[src/rtl/afo_pkg.sv]
package afo_pkg;

  typedef enum logic [1:0] {
    LD_DEFAULT  = 2'd0,
    LD_SERIAL   = 2'd1,
    LD_PARALLEL = 2'd2
  } ld_mode_e;

  // Method chosen during master reset
  function automatic ld_mode_e pick_mode(input logic spm, input logic fs0);
    if (spm)      return LD_DEFAULT;
    else if (fs0) return LD_PARALLEL;
    else          return LD_SERIAL;
  endfunction

  // Default threshold chosen by the two mode pins
  function automatic int unsigned pick_default(input logic fs1, input logic fs0);
    if (fs1)      return 64;
    else if (fs0) return 16;
    else          return 8;
  endfunction

endpackage

[src/rtl/afo_cfg.sv]
module afo_cfg
  import afo_pkg::*;
#(
  parameter int OFS_W = 10
) (
  input  logic                 clk,
  input  logic                 rst_n,
  input  logic                 mrs_n,
  input  logic                 spm,
  input  logic                 fs1_sen,
  input  logic                 fs0_sd,
  input  logic                 par_wr,
  input  logic [OFS_W-1:0]     par_word,
  output logic [4*OFS_W-1:0]   ofs_vec
);

  localparam int SER_BITS = 4 * OFS_W;
  localparam int CNT_W    = $clog2(SER_BITS + 1);
  localparam logic [CNT_W-1:0] SER_LAST = CNT_W'(SER_BITS);
  localparam logic [CNT_W-1:0] PAR_LAST = CNT_W'(4);
  localparam logic [OFS_W-1:0] RST_OFS  = OFS_W'(8);

  ld_mode_e               mode_q, mode_d;
  logic [CNT_W-1:0]       cnt_q, cnt_d;
  logic [4*OFS_W-1:0]     ofs_q, ofs_d;

  always_comb begin
    mode_d = mode_q;
    cnt_d  = cnt_q;
    ofs_d  = ofs_q;
    if (!mrs_n) begin
      mode_d = pick_mode(spm, fs0_sd);
      cnt_d  = '0;
      if (spm) ofs_d = {4{OFS_W'(pick_default(fs1_sen, fs0_sd))}};
      else     ofs_d = '0;
    end else begin
      case (mode_q)
        LD_SERIAL: begin
          if (!fs1_sen && (cnt_q != SER_LAST)) begin
            ofs_d = {ofs_q[4*OFS_W-2:0], fs0_sd};
            cnt_d = cnt_q + 1'b1;
          end
        end
        LD_PARALLEL: begin
          if (par_wr && (cnt_q != PAR_LAST)) begin
            for (int s = 0; s < 4; s++) begin
              if (cnt_q == CNT_W'(s)) ofs_d[(3-s)*OFS_W +: OFS_W] = par_word;
            end
            cnt_d = cnt_q + 1'b1;
          end
        end
        default: ;
      endcase
    end
  end

  always_ff @(posedge clk or negedge rst_n) begin
    if (!rst_n) begin
      mode_q <= LD_DEFAULT;
      cnt_q  <= '0;
      ofs_q  <= {4{RST_OFS}};
    end else begin
      mode_q <= mode_d;
      cnt_q  <= cnt_d;
      ofs_q  <= ofs_d;
    end
  end

  assign ofs_vec = ofs_q;

  // a taken serial bit lands in the X2 LSB
  a_r4_shift_in: assert property (@(posedge clk) disable iff (!rst_n)
    (mrs_n && mode_q == LD_SERIAL && !fs1_sen && cnt_q != SER_LAST)
      |=> (ofs_q[0] == $past(fs0_sd)));

  // a completed serial load is frozen
  a_r5_serial_done: assert property (@(posedge clk) disable iff (!rst_n)
    (mrs_n && mode_q == LD_SERIAL && cnt_q == SER_LAST) |=> $stable(ofs_q));

  // load progress never runs past its end
  a_r6_cnt_bound: assert property (@(posedge clk) disable iff (!rst_n)
    (mode_q == LD_PARALLEL) |-> (cnt_q <= PAR_LAST));

  // default mode never alters the thresholds
  a_r11_default_frozen: assert property (@(posedge clk) disable iff (!rst_n)
    (mrs_n && mode_q == LD_DEFAULT) |=> $stable(ofs_q));

endmodule

[src/rtl/afo_flag.sv]
module afo_flag #(
  parameter int OFS_W = 10
) (
  input  logic               clk,
  input  logic               rst_n,
  input  logic               hold,
  input  logic [OFS_W:0]     fill,
  input  logic [OFS_W-1:0]   x_ofs,
  input  logic [OFS_W-1:0]   y_ofs,
  output logic               ae_n,
  output logic               af_n
);

  localparam int CW = OFS_W + 1;
  localparam logic [CW-1:0] DEPTH_C = CW'(1) << OFS_W;

  logic [CW-1:0] room;
  logic          ae_d, af_d, ae_q, af_q;

  always_comb begin
    room = DEPTH_C - fill;
    if (hold) begin
      ae_d = 1'b0;
      af_d = 1'b1;
    end else begin
      ae_d = !(fill <= {1'b0, x_ofs});
      af_d = !(room <= {1'b0, y_ofs});
    end
  end

  always_ff @(posedge clk or negedge rst_n) begin
    if (!rst_n) begin
      ae_q <= 1'b0;
      af_q <= 1'b1;
    end else begin
      ae_q <= ae_d;
      af_q <= af_d;
    end
  end

  assign ae_n = ae_q;
  assign af_n = af_q;

  // a reset strobe leaves the flushed flag state
  a_r9_hold_flush: assert property (@(posedge clk) disable iff (!rst_n)
    hold |=> (!ae_n && af_n));

  // count at or below X asserts almost-empty next cycle
  a_r7_ae_low: assert property (@(posedge clk) disable iff (!rst_n)
    (!hold && fill <= {1'b0, x_ofs}) |=> !ae_n);

  // at most Y free locations asserts almost-full next cycle
  a_r8_af_low: assert property (@(posedge clk) disable iff (!rst_n)
    (!hold && (DEPTH_C - fill) <= {1'b0, y_ofs}) |=> !af_n);

endmodule

[src/rtl/afo_unit.sv]
module afo_unit
  import afo_pkg::*;
#(
  parameter int OFS_W = 10
) (
  input  logic             clk,
  input  logic             rst_n,
  input  logic             mrs_n,
  input  logic             prs_n,
  input  logic             spm,
  input  logic             fs1_sen,
  input  logic             fs0_sd,
  input  logic             par_wr,
  input  logic [OFS_W-1:0] par_word,
  input  logic [OFS_W:0]   fill1,
  input  logic [OFS_W:0]   fill2,
  output logic             ae1_n,
  output logic             af1_n,
  output logic             ae2_n,
  output logic             af2_n
);

  localparam int NDIR = 2;

  logic [4*OFS_W-1:0] ofs_vec;
  logic [OFS_W:0]     fill_arr [NDIR];
  logic [NDIR-1:0]    ae_arr, af_arr;
  logic               hold;

  assign hold        = !mrs_n || !prs_n;
  assign fill_arr[0] = fill1;
  assign fill_arr[1] = fill2;

  afo_cfg #(.OFS_W(OFS_W)) u_cfg (
    .clk      (clk),
    .rst_n    (rst_n),
    .mrs_n    (mrs_n),
    .spm      (spm),
    .fs1_sen  (fs1_sen),
    .fs0_sd   (fs0_sd),
    .par_wr   (par_wr),
    .par_word (par_word),
    .ofs_vec  (ofs_vec)
  );

  // Chain layout from MSB: Y1, X1, Y2, X2
  for (genvar g = 0; g < NDIR; g++) begin : g_dir
    afo_flag #(.OFS_W(OFS_W)) u_flag (
      .clk   (clk),
      .rst_n (rst_n),
      .hold  (hold),
      .fill  (fill_arr[g]),
      .x_ofs (ofs_vec[(2-2*g)*OFS_W +: OFS_W]),
      .y_ofs (ofs_vec[(3-2*g)*OFS_W +: OFS_W]),
      .ae_n  (ae_arr[g]),
      .af_n  (af_arr[g])
    );
  end

  assign ae1_n = ae_arr[0];
  assign af1_n = af_arr[0];
  assign ae2_n = ae_arr[1];
  assign af2_n = af_arr[1];

endmodule

[config.mk]
export PLATFORM = sky130hd
export DESIGN_NAME = afo_unit
export DESIGN_NICKNAME = d
export VERILOG_FILES = /design/src/rtl/afo_pkg.sv /design/src/rtl/afo_cfg.sv /design/src/rtl/afo_flag.sv /design/src/rtl/afo_unit.sv
export SDC_FILE = /design/constraint.sdc
export NUM_CORES = 1
export LEC_CHECK = 0
export ABC_AREA = 1
export CAP_MARGIN = 20
export CORE_ASPECT_RATIO = 1.75
export CORE_MARGIN = 5
export CORE_UTILIZATION = 60
export CTS_CLUSTER_SIZE = 12
export DETAILED_ROUTE_END_ITERATION = 12
export DONT_BUFFER_PORTS = 1
export PLACE_DENSITY = 0.83
export SLEW_MARGIN = 20
export SYNTH_ARGS = -nofsm -noshare
export SYNTH_HDL_FRONTEND = slang
export SYNTH_SLANG_ARGS = --single-unit
[constraint.sdc]
create_clock -name clk -period 1.8 [get_ports clk]
set_input_delay 0.36 -clock clk [delete_from_list [all_inputs] [get_ports clk]]
set_output_delay 0.36 -clock clk [all_outputs]
set_load 0.02 [all_outputs]
# Word level (Yosys, flattened, before mapping)
# Cells that the tools add are included.
[word_totals]
input_bits = 40
register_bits = 52
out_inout_bits = 4
[op_classes]
n_addsub = 3
n_eq_ne = 14
n_lt_le_gt_ge = 4
muxes = 21
reduce_logical = 16
[ops]
columns = ["operator", "n"]
rows = [
  ["40-bit two-way mux", 4],
  ["40-bit case mux with 2 select lines", 1],
  ["10-bit two-way mux", 5],
  ["11-bit by 10-bit less-or-equal comparator with 1-bit output", 4],
  ["11-bit subtractor, first input constant", 2],
  ["6-bit two-way mux", 3],
  ["3-bit by 2-bit inequality test with 1-bit output, second input constant", 6],
  ["4-bit AND reduction", 4],
  ["6-bit by 2-bit equality test with 1-bit output, second input constant", 2],
  ["6-bit case mux with 2 select lines", 1],
  ["1-bit zero test", 7],
  ["6-bit by 1-bit adder with 6-bit output, second input constant", 1],
  ["6-bit by 1-bit equality test with 1-bit output, second input constant", 1],
  ["6-bit zero test", 1],
  ["6-bit by 3-bit inequality test with 1-bit output, second input constant", 1],
  ["6-bit inequality test, second input constant", 1],
  ["5-bit two-way mux", 1],
  ["1-bit two-way mux", 4],
  ["2-bit two-way mux", 2],
  ["3-bit by 1-bit inequality test with 1-bit output, second input constant", 1],
  ["3-bit AND reduction", 1],
  ["2-bit by 1-bit equality test with 1-bit output, second input constant", 1],
  ["2-bit equality test, second input constant", 1],
  ["1-bit logical AND", 2],
  ["1-bit logical OR", 1],
]

# Logic depth before layout (Yosys ltp)
# Gate-level depths: netlist (run 1).
[depth]
ltp_word = 5
depth_mapped = 18
depth_no_buf = 18

# Hierarchy
# Synthesis (run 1) repeated with hierarchy kept, for this count alone.
[unflattened]
cells_unflattened = 671
area_unflattened_um2 = 4534.3
[modules_own_cells]
columns = ["module", "area_per_inst_um2", "cells_per_inst", "n_inst"]
rows = [
  ["afo_cfg", 2874.0, 400, 1],
  ["afo_flag", 828.3, 135, 2],
  ["afo_unit", 3.8, 1, 1],
]

# Worst setup path after synthesis (run 1)
# Ideal clock, no wire load.
[synth_path]
path_kind = "input -> register"
start = "input port fill1[0]"
end = "register g_dir[0].u_flag.af_q"
n_path_buf = 0
stages = 18
arrival_ps = 1914
setup_slack_ps = -190
cell_sequence = "inv_1 > ha_1 > nand3_1 > nor2_1 > nand2_1 > xor2_1 > inv_1 > ha_1 > nand2_1 > inv_1 > a21oi_1 > nand2_1 > nand2_1 > nand2_1 > nand2_1 > nand2_1 > nand2_1 > nand2_1"
[synth_between]
elab_chain_cells = 4
[synth_lines]
columns = ["item", "line_no", "text"]
rows = [
  ["from (decl)", "afo_unit.sv:15", "input logic [OFS_W:0] fill1,"],
  ["11-bit subtractor", "afo_flag.sv:21", "room = DEPTH_C - fill;"],
  ["11-bit by 10-bit less-or-equal comparator with 1-bit output", "afo_flag.sv:27", "af_d = !(room <= {1'b0, y_ofs});"],
  ["1-bit zero test", "afo_flag.sv:27", ""],
  ["1-bit two-way mux", "afo_flag.sv:22", "if (hold) begin"],
  ["net g_dir[0].u_flag.af_d", "afo_flag.sv:18", "logic ae_d, af_d, ae_q, af_q;"],
  ["to (signal assigned)", "afo_flag.sv:34", "af_q <= 1'b1;"],
  ["to (signal assigned)", "afo_flag.sv:37", "af_q <= af_d;"],
  ["to (decl)", "afo_flag.sv:18", ""],
]
# The timed path passes the listed nets, and every way through them passes these cells.
# A chain may end at the register's enable or synchronous reset.

# Worst setup path in the final report (run 1)
[layout_path]
start = "register u_cfg.cnt_q[1]"
end = "register u_cfg.ofs_q[0] (netlist: u_cfg.ofs_vec[0])"
[layout_between]
elab_chain_cells = 4
[layout_lines]
columns = ["item", "line_no", "text"]
rows = [
  ["from (decl)", "afo_cfg.sv:24", "logic [CNT_W-1:0] cnt_q, cnt_d;"],
  ["from (signal assigned)", "afo_cfg.sv:64", "cnt_q <= cnt_d;"],
  ["6-bit by 3-bit inequality test with 1-bit output or 6-bit inequality test (tied branches)", "afo_cfg.sv:45, afo_cfg.sv:39", ""],
  ["1-bit logical AND (on tied branches)", "afo_cfg.sv:45, afo_cfg.sv:39", ""],
  ["3-bit by 2-bit inequality test with 1-bit output (no source line)", "n/a", ""],
  ["4-bit AND reduction (no source line) *", "n/a", ""],
  ["to (signal assigned)", "afo_cfg.sv:61", "ofs_q <= {4{RST_OFS}};"],
  ["to (signal assigned)", "afo_cfg.sv:65", "ofs_q <= ofs_d;"],
  ["to (decl)", "afo_cfg.sv:25", "logic [4*OFS_W-1:0] ofs_q, ofs_d;"],
]
# Mark *: on every way between the ends. The rest lies on a longest branch, timed or not.

==> results of run 1 <==
layout by cell type (no fill, tap or decap), types with 5 or more instances in the layout:
master       n
dfstp_2      6
o21ai_0     35
a21oi_1     33
inv_2        6
ha_1        43
xor2_1      15
nand3_1     41
nor2_1      15
dfrtp_1     46
nand4_1     11
nand2_2      6
nand2_1    163
clkbuf_16    5
buf_4       25
inv_1       95
o21ai_1     20
nor2_2       7
what timing repair did:
action | in CTS | in global routing
gates resized for setup | 2 | 18
pin swaps | 0 | 4
hold endpoints to repair | 52 | 0
setup buffers | 0 | 1
setup endpoints to repair | 10 | 22
hold buffers | 2 | 0
worst paths after layout:
path / start / endpoint / slack [ns] / cells past startpoint
max reg2reg: u_cfg.cnt_q[1] / u_cfg.ofs_vec[0] / 0.09 / 8
min reg2reg: u_cfg.ofs_vec[7] / u_cfg.ofs_vec[7] / 0.47 / 2
max: u_cfg.cnt_q[1] / u_cfg.ofs_vec[0] / 0.09 / 8
min in group asynchronous: rst_n / u_cfg.mode_q[0] / 0.57 / 2
max in group asynchronous: rst_n / g_dir[1].u_flag.af_n / 0.94 / 2
min: fs0_sd / u_cfg.mode_q[0] / 0.15 / 1
worst max-delay path, delay by kind of cell, from the launching register on:
family,cells,cell delay (ns)
and+or+nand+nor,3,0.29
DFF,1,0.42
buffers and inverters,2,0.31
AOI/OAI and AO/OA,2,0.37
adders and majority gates,1,0.20
cell families after synthesis:
| group | count (synthesis) | share of synthesized area |
|---|---|---|
| fa+ha+maj | 46 | 0.138 |
| simple gates | 260 | 0.262 |
| compound gates | 101 | 0.128 |
| xor+xnor | 19 | 0.0399 |
| flops | 52 | 0.313 |
| buf+inv | 125 | 0.118 |
metal layers:
layer,part of all wire,track usage
met1,0.35,0.275
met2,0.54,0.466
met3,0.048,0.0441
met4,0.067,0.174
met5,0,0
registers in the layout, indices dropped and copies added, names as in the netlist:
register / count
u_cfg.ofs_vec: 40
u_cfg.cnt_q: 6
g_dir.u_flag.ae_n: 2
g_dir.u_flag.af_n: 2
u_cfg.mode_q: 2
layout make-up:
class,instances,area (um^2),area share
clock inverter,3,42.5,0.00889
sequential,52,1310,0.274
timing repair buffer,29,265,0.0555
inverter,106,448,0.0936
clock buffer,5,125,0.0262
tap,84,105,0.0220
multi-input combinational,426,2490,0.520
power by group:
part           switching, mW  internal, mW
sequential             0.110          1.33
clock                  0.440         0.654
combinational          0.768         0.490
total                   1.32          2.48
==> results.md, run 1 <==
* Clock buffer depth at 2
* Core Util, Final at 0.703
* Hold Fails Final Rpt at 0
* Port-buffer cells at 0
* Routability Congestion at 0.856
* Total global routing overflow at 0
* Share of layout cells above drive strength 1 at 0.129
* Max Cap Viol at 0
* # rows at 40
* Maximum VDD drop at 0.672 mV
* Clk sinks at 52
* Yosys top cell area share at 0.276
* Vias per cell at 5.68
* Max Slew Vio Count at 0
* Design area at 4780 um^2
* CTS tree: yes
* Clk Latency, worst-skew pair at 0.30 ns
* Yosys top cell by area: dfrtp_1
* Placed insts at 694
* CP max stage cell: dfrtp_1
* Layout area overhead at 14.6%
* Initial antenna violation count at 0
* Sequential area share after synthesis at 0.313
* Via count at 4002
* Wirelength per Cell at 15.9 um
* Pwr/cell area at 794 nW/um^2
* Worst EP arrival at 1.89 ns
* Die ar. at 8790 um^2
* Post-synthesis average cell area at 6.92 um^2
* Filler cells at 584
* Startpoint types: flop
* Nets at 706
* Distinct cells, synth at 31
* Final setup fails at 0
* ANT nets after route at 0
* Number of buffers created by CTS at 5
* Synth top area cells: dfrtp_1 (28%), nand2_1 (15%), ha_1 (14%), inv_1 (8.9%), nand3_1 (5.2%)
* Fin worst setup slack at 0.0886 ns
* Worst-path clk slew at 0.07 ns
* Pre-CTS setup slack at -0.230 ns
* DIE HEIGHT at 120 um
* Synthesized area at 4180 um^2
* Drt pass-1 iters at 5
* 1st-iter DRT viols at 252
* Synth Instances at 603
* Clk root buf: clkbuf_16
* Net count after synthesis at 689
* Cell mode on critical path: nand3_1
* Worst-margin pin slew at 0.351 ns
* Clock skew at 0.00974 ns
* DP Area at 4490 um^2
* Vias in the first global route at 4101
* Post-synth top flop: dfrtp_1
* Post-synth EDFFs at 0
* H-Tree Depth at 2
* Fin cells at 705
* Max Fclk at 584 MHz
* Tcrit/Tclk final at 0.951
* Initial Util at 0.613
* Total GRT Usage at 0.264
* Crit Path Class: reg -> reg
* Count leader, synth: nand2_1
* DPL Wire Length at 8.77 mm
* Leak pwr at 2.42 nW
* Core area at 6810 um^2
* Flops & latches, synth at 52
* WL final at 11.2 mm
* Max incr delay on CP at 0.42 ns
* YS warnings at 0
* Die width at 73.1 um
* Cell Chain, Critical Path: inv_1 -> ha_1 -> nand3_1 -> o21ai_2 -> a31oi_4 -> buf_4 -> nand3_1 -> nand2_1
* Worst Setup End Kind: flop
* I/O pins at 44
* Total power at 3.80 mW
* Rel. slew slack at 0.764
* Worst-path fanout max at 10
* First-pass GRT wire length at 18.2 mm
* WHS at 0.153 ns
* DRC violation count after routing at 0
* Crit path required time at 1.98 ns
* ANT cells at 0
* Setup TNS Final at 0 ns
* RSZ-0062 raised after global routing: yes
* Status: complete, no violations
* Most frequent cells after synthesis: nand2_1 (169), inv_1 (99), dfrtp_1 (46), ha_1 (46), nand3_1 (43)
* Largest net degree at the start of global routing at 53
* HP Class: in -> reg
* Tmin final at 1.71 ns
* Asr flop ratio synth at 1.00
Power figures use the tool's default switching activity.
==> inputs of run 2 (changes only) <==
- CORE_ASPECT_RATIO: 1.75 -> 0.7
==> run 2 against run 1 <==
Combinational power about the same. Total power decreased by 6.1%. Worst hold slack got worse by 0.022 ns. Utilization about the same. Global-route usage decreased by 0.21 points.
==> results.md, run 2 (synthesis gave the netlist of run 1 again) <==
* Via count at 4033 (+0.77%)
* Layout area overhead at 13.7%
* Core Util, Final at 0.703 (about the same)
* Total power at 3.57 mW (-6.1%)
* Port-buffer cells at 0 (unchanged)
* Storage element area at 1310 um^2 (unchanged)
* ANT nets after route at 0 (unchanged)
* Core area at 6760 um^2 (-0.74%)
* Leak pwr at 2.40 nW (-0.81%)
* Rel. slew slack at 0.798 (+0.0339)
* Vias per cell at 5.64 (-0.63%)
* Max Slew Vio Count at 0 (unchanged)
* Clk Latency, worst-skew pair at 0.32 ns (+0.02 ns)
* I/O pins at 44 (unchanged)
* Cell mode on critical path: nand2_1
* Worst Hold Path EP: u_cfg.mode_q[0]
* Startpoint types: input pin
* Largest net degree at the start of global routing at 53 (unchanged)
* Filler cells at 547 (-6.3%)
* Worst EP arrival at 1.96 ns (+0.07 ns)
* Share of layout cells above drive strength 1 at 0.129 (unchanged)
* Clock skew at 0.0115 ns (+0.00175 ns)
* Die width at 110 um (+50%)
* WHS Path Cells at 1 (unchanged)
* Reg2reg setup slack at 0.14 ns (+0.05 ns)
* First-pass GRT wire length at 17.9 mm (-1.6%)
* Max Fclk at 587 MHz (+0.39%)
* 1st-iter DRT viols at 480 (+90%)
* Max Cap Viol at 0 (unchanged)
* Tcrit/Tclk final at 0.947 (-0.00366)
* Setup TNS Final at 0 ns (unchanged)
* WHS at 0.131 ns (-0.0225 ns)
* R2r worst-path depth at 8 (unchanged)
* DRC violation count after routing at 0 (unchanged)
* Crit path required time at 2.05 ns (+0.07 ns)
* Worst-path clk slew at 0.10 ns (+0.03 ns)
* Most frequent cells in the layout: nand2_1 (162), inv_1 (95), dfrtp_1 (46)
* HP Class: in -> reg
* RSZ-0062 raised after global routing: yes
* Routability Congestion at 0.906 (+5.8%)
* Maximum VDD drop at 0.397 mV (-41%)
* Status: complete, no violations
* Top delay family on crit path: simple AND/OR/NAND/NOR gates
* # rows at 25 (-38%)
* Vias in the first global route at 3754 (-8.5%)
* Reg2reg end: u_cfg.ofs_vec[6]
* Clk sinks at 52 (unchanged)
* Nets at 706 (unchanged)
* CP max stage cell: ha_1
* Cell Chain, Critical Path: inv_12 -> ha_4 -> nand3_2 -> nor2_2 -> nand2_2 -> xor2_1 -> inv_1 -> ha_1 -> nand2_2 -> inv_1 -> a21oi_2 -> nand2_1 -> nand2_1 -> nand2_1 -> nand2_1 -> nand2_1 -> nand2_1 -> nand2_1
* DPL Wire Length at 8.42 mm (-4.1%)
* Clk root buf: clkbuf_8
* Crit Path Class: in -> reg
* Total GRT Usage at 0.262 (-0.00210)
* Worst-margin pin slew at 0.302 ns (-0.0489 ns)
* Most common library cell in the layout ignoring fill and taps: nand2_1
* CTS tree: yes
* Final setup fails at 0 (unchanged)
* Die ar. at 8750 um^2 (-0.44%)
* DIE HEIGHT at 79.8 um (-34%)
* Critical path buffers and inverters at 3 (+1)
* Max reg flops at 40 (unchanged)
* Wirelength per Cell at 15.6 um (-2.1%)
* Initial antenna violation count at 0 (unchanged)
* Number of buffers created by CTS at 5 (unchanged)
* ANT cells at 0 (unchanged)
* Drt pass-1 iters at 7 (+2)
* Critical R2R Launch: u_cfg.cnt_q[1]
* Clock buffer depth at 2 (unchanged)
* WL final at 11.1 mm (-0.75%)
* Max incr delay on CP at 0.29 ns (-0.13 ns)
* Hold path start: fs0_sd
* Total global routing overflow at 0 (unchanged)
* Tmin final at 1.70 ns (-0.00660 ns)
* Pwr/cell area at 751 nW/um^2 (-5.3%)
* Worst Setup End Kind: flop
* H-Tree Depth at 2 (unchanged)
* Multi-input gate area at 2480 um^2 (-0.25%)
* Hold Fails Final Rpt at 0 (unchanged)
* Initial Util at 0.618 (+0.00454)
* Worst-path fanout max at 4 (-6)
-- run 2: cell count changes in the layout (fill, tap and decap cells not counted), sizes merged --
cell and change:
clkbuf +1, clkinvlp -1
-- run 2: how the worst max path moves through the flow --
| stage | startpoint | to | slack (ns) | cells after the start |
|---|---|---|---|---|
| 3_3_place_gp | fill2[2] | g_dir[1].u_flag.af_n | -0.20 | 18 |
| 2_1_floorplan | fill2[1] | g_dir[1].u_flag.af_n | -0.06 | 18 |
| 5_1_grt | fill1[0] | g_dir[0].u_flag.af_n | -0.06 | 18 |
| 6_report | fill1[0] | g_dir[0].u_flag.af_n | 0.1 | 18 |
| 4_1_cts | fill2[2] | g_dir[1].u_flag.af_n | 0.04 | 18 |
| 3_5_place_dp | fill2[2] | g_dir[1].u_flag.af_n | -0.30 | 18 |
-- run 2: layer usage --
layer,up-vias,global-route usage,wire (um)
li1,1963,-,-
met1,1846,0.358,4760
met2,196,0.423,5220
met3,28,0.0525,939
met4,0,0.0672,226
met5,-,0,0
-- run 2: cell type report --
| cell class | count | area share |
|---|---|---|
| sequential | 52 | 0.276 |
| multi-input combinational | 426 | 0.523 |
| timing repair buffer | 29 | 0.0567 |
| inverter | 106 | 0.0944 |
| clock buffer | 6 | 0.0174 |
| tap | 94 | 0.0248 |
| clock inverter | 2 | 0.00817 |
-- run 2: stage by stage --
step	setup WS, ns	instance area (um^2)	std cells
floorplan	-0.0618	4260	603
global placement	-0.199	4490	703
detailed placement	-0.300	4490	703
CTS	0.0375	4660	713
global route	-0.0612	4750	715
finish	0.0952	4750	715
-- run 2: repair_timing --
item,4_1_cts,5_1_grt
resized for setup,2,19
pin swaps,0,9
setup buffers,0,2
endpoints found under the setup margin,10,21
hold buffers,2,0
hold endpoints to repair,52,0
-- run 2: where the power goes --
part / internal, mW / leakage [nW] / switching [mW]
clock network: 0.455 / 0.0614 / 0.409
logic: 0.490 / 1.66 / 0.770
registers: 1.33 / 0.680 / 0.109
total: 2.28 / 2.40 / 1.29
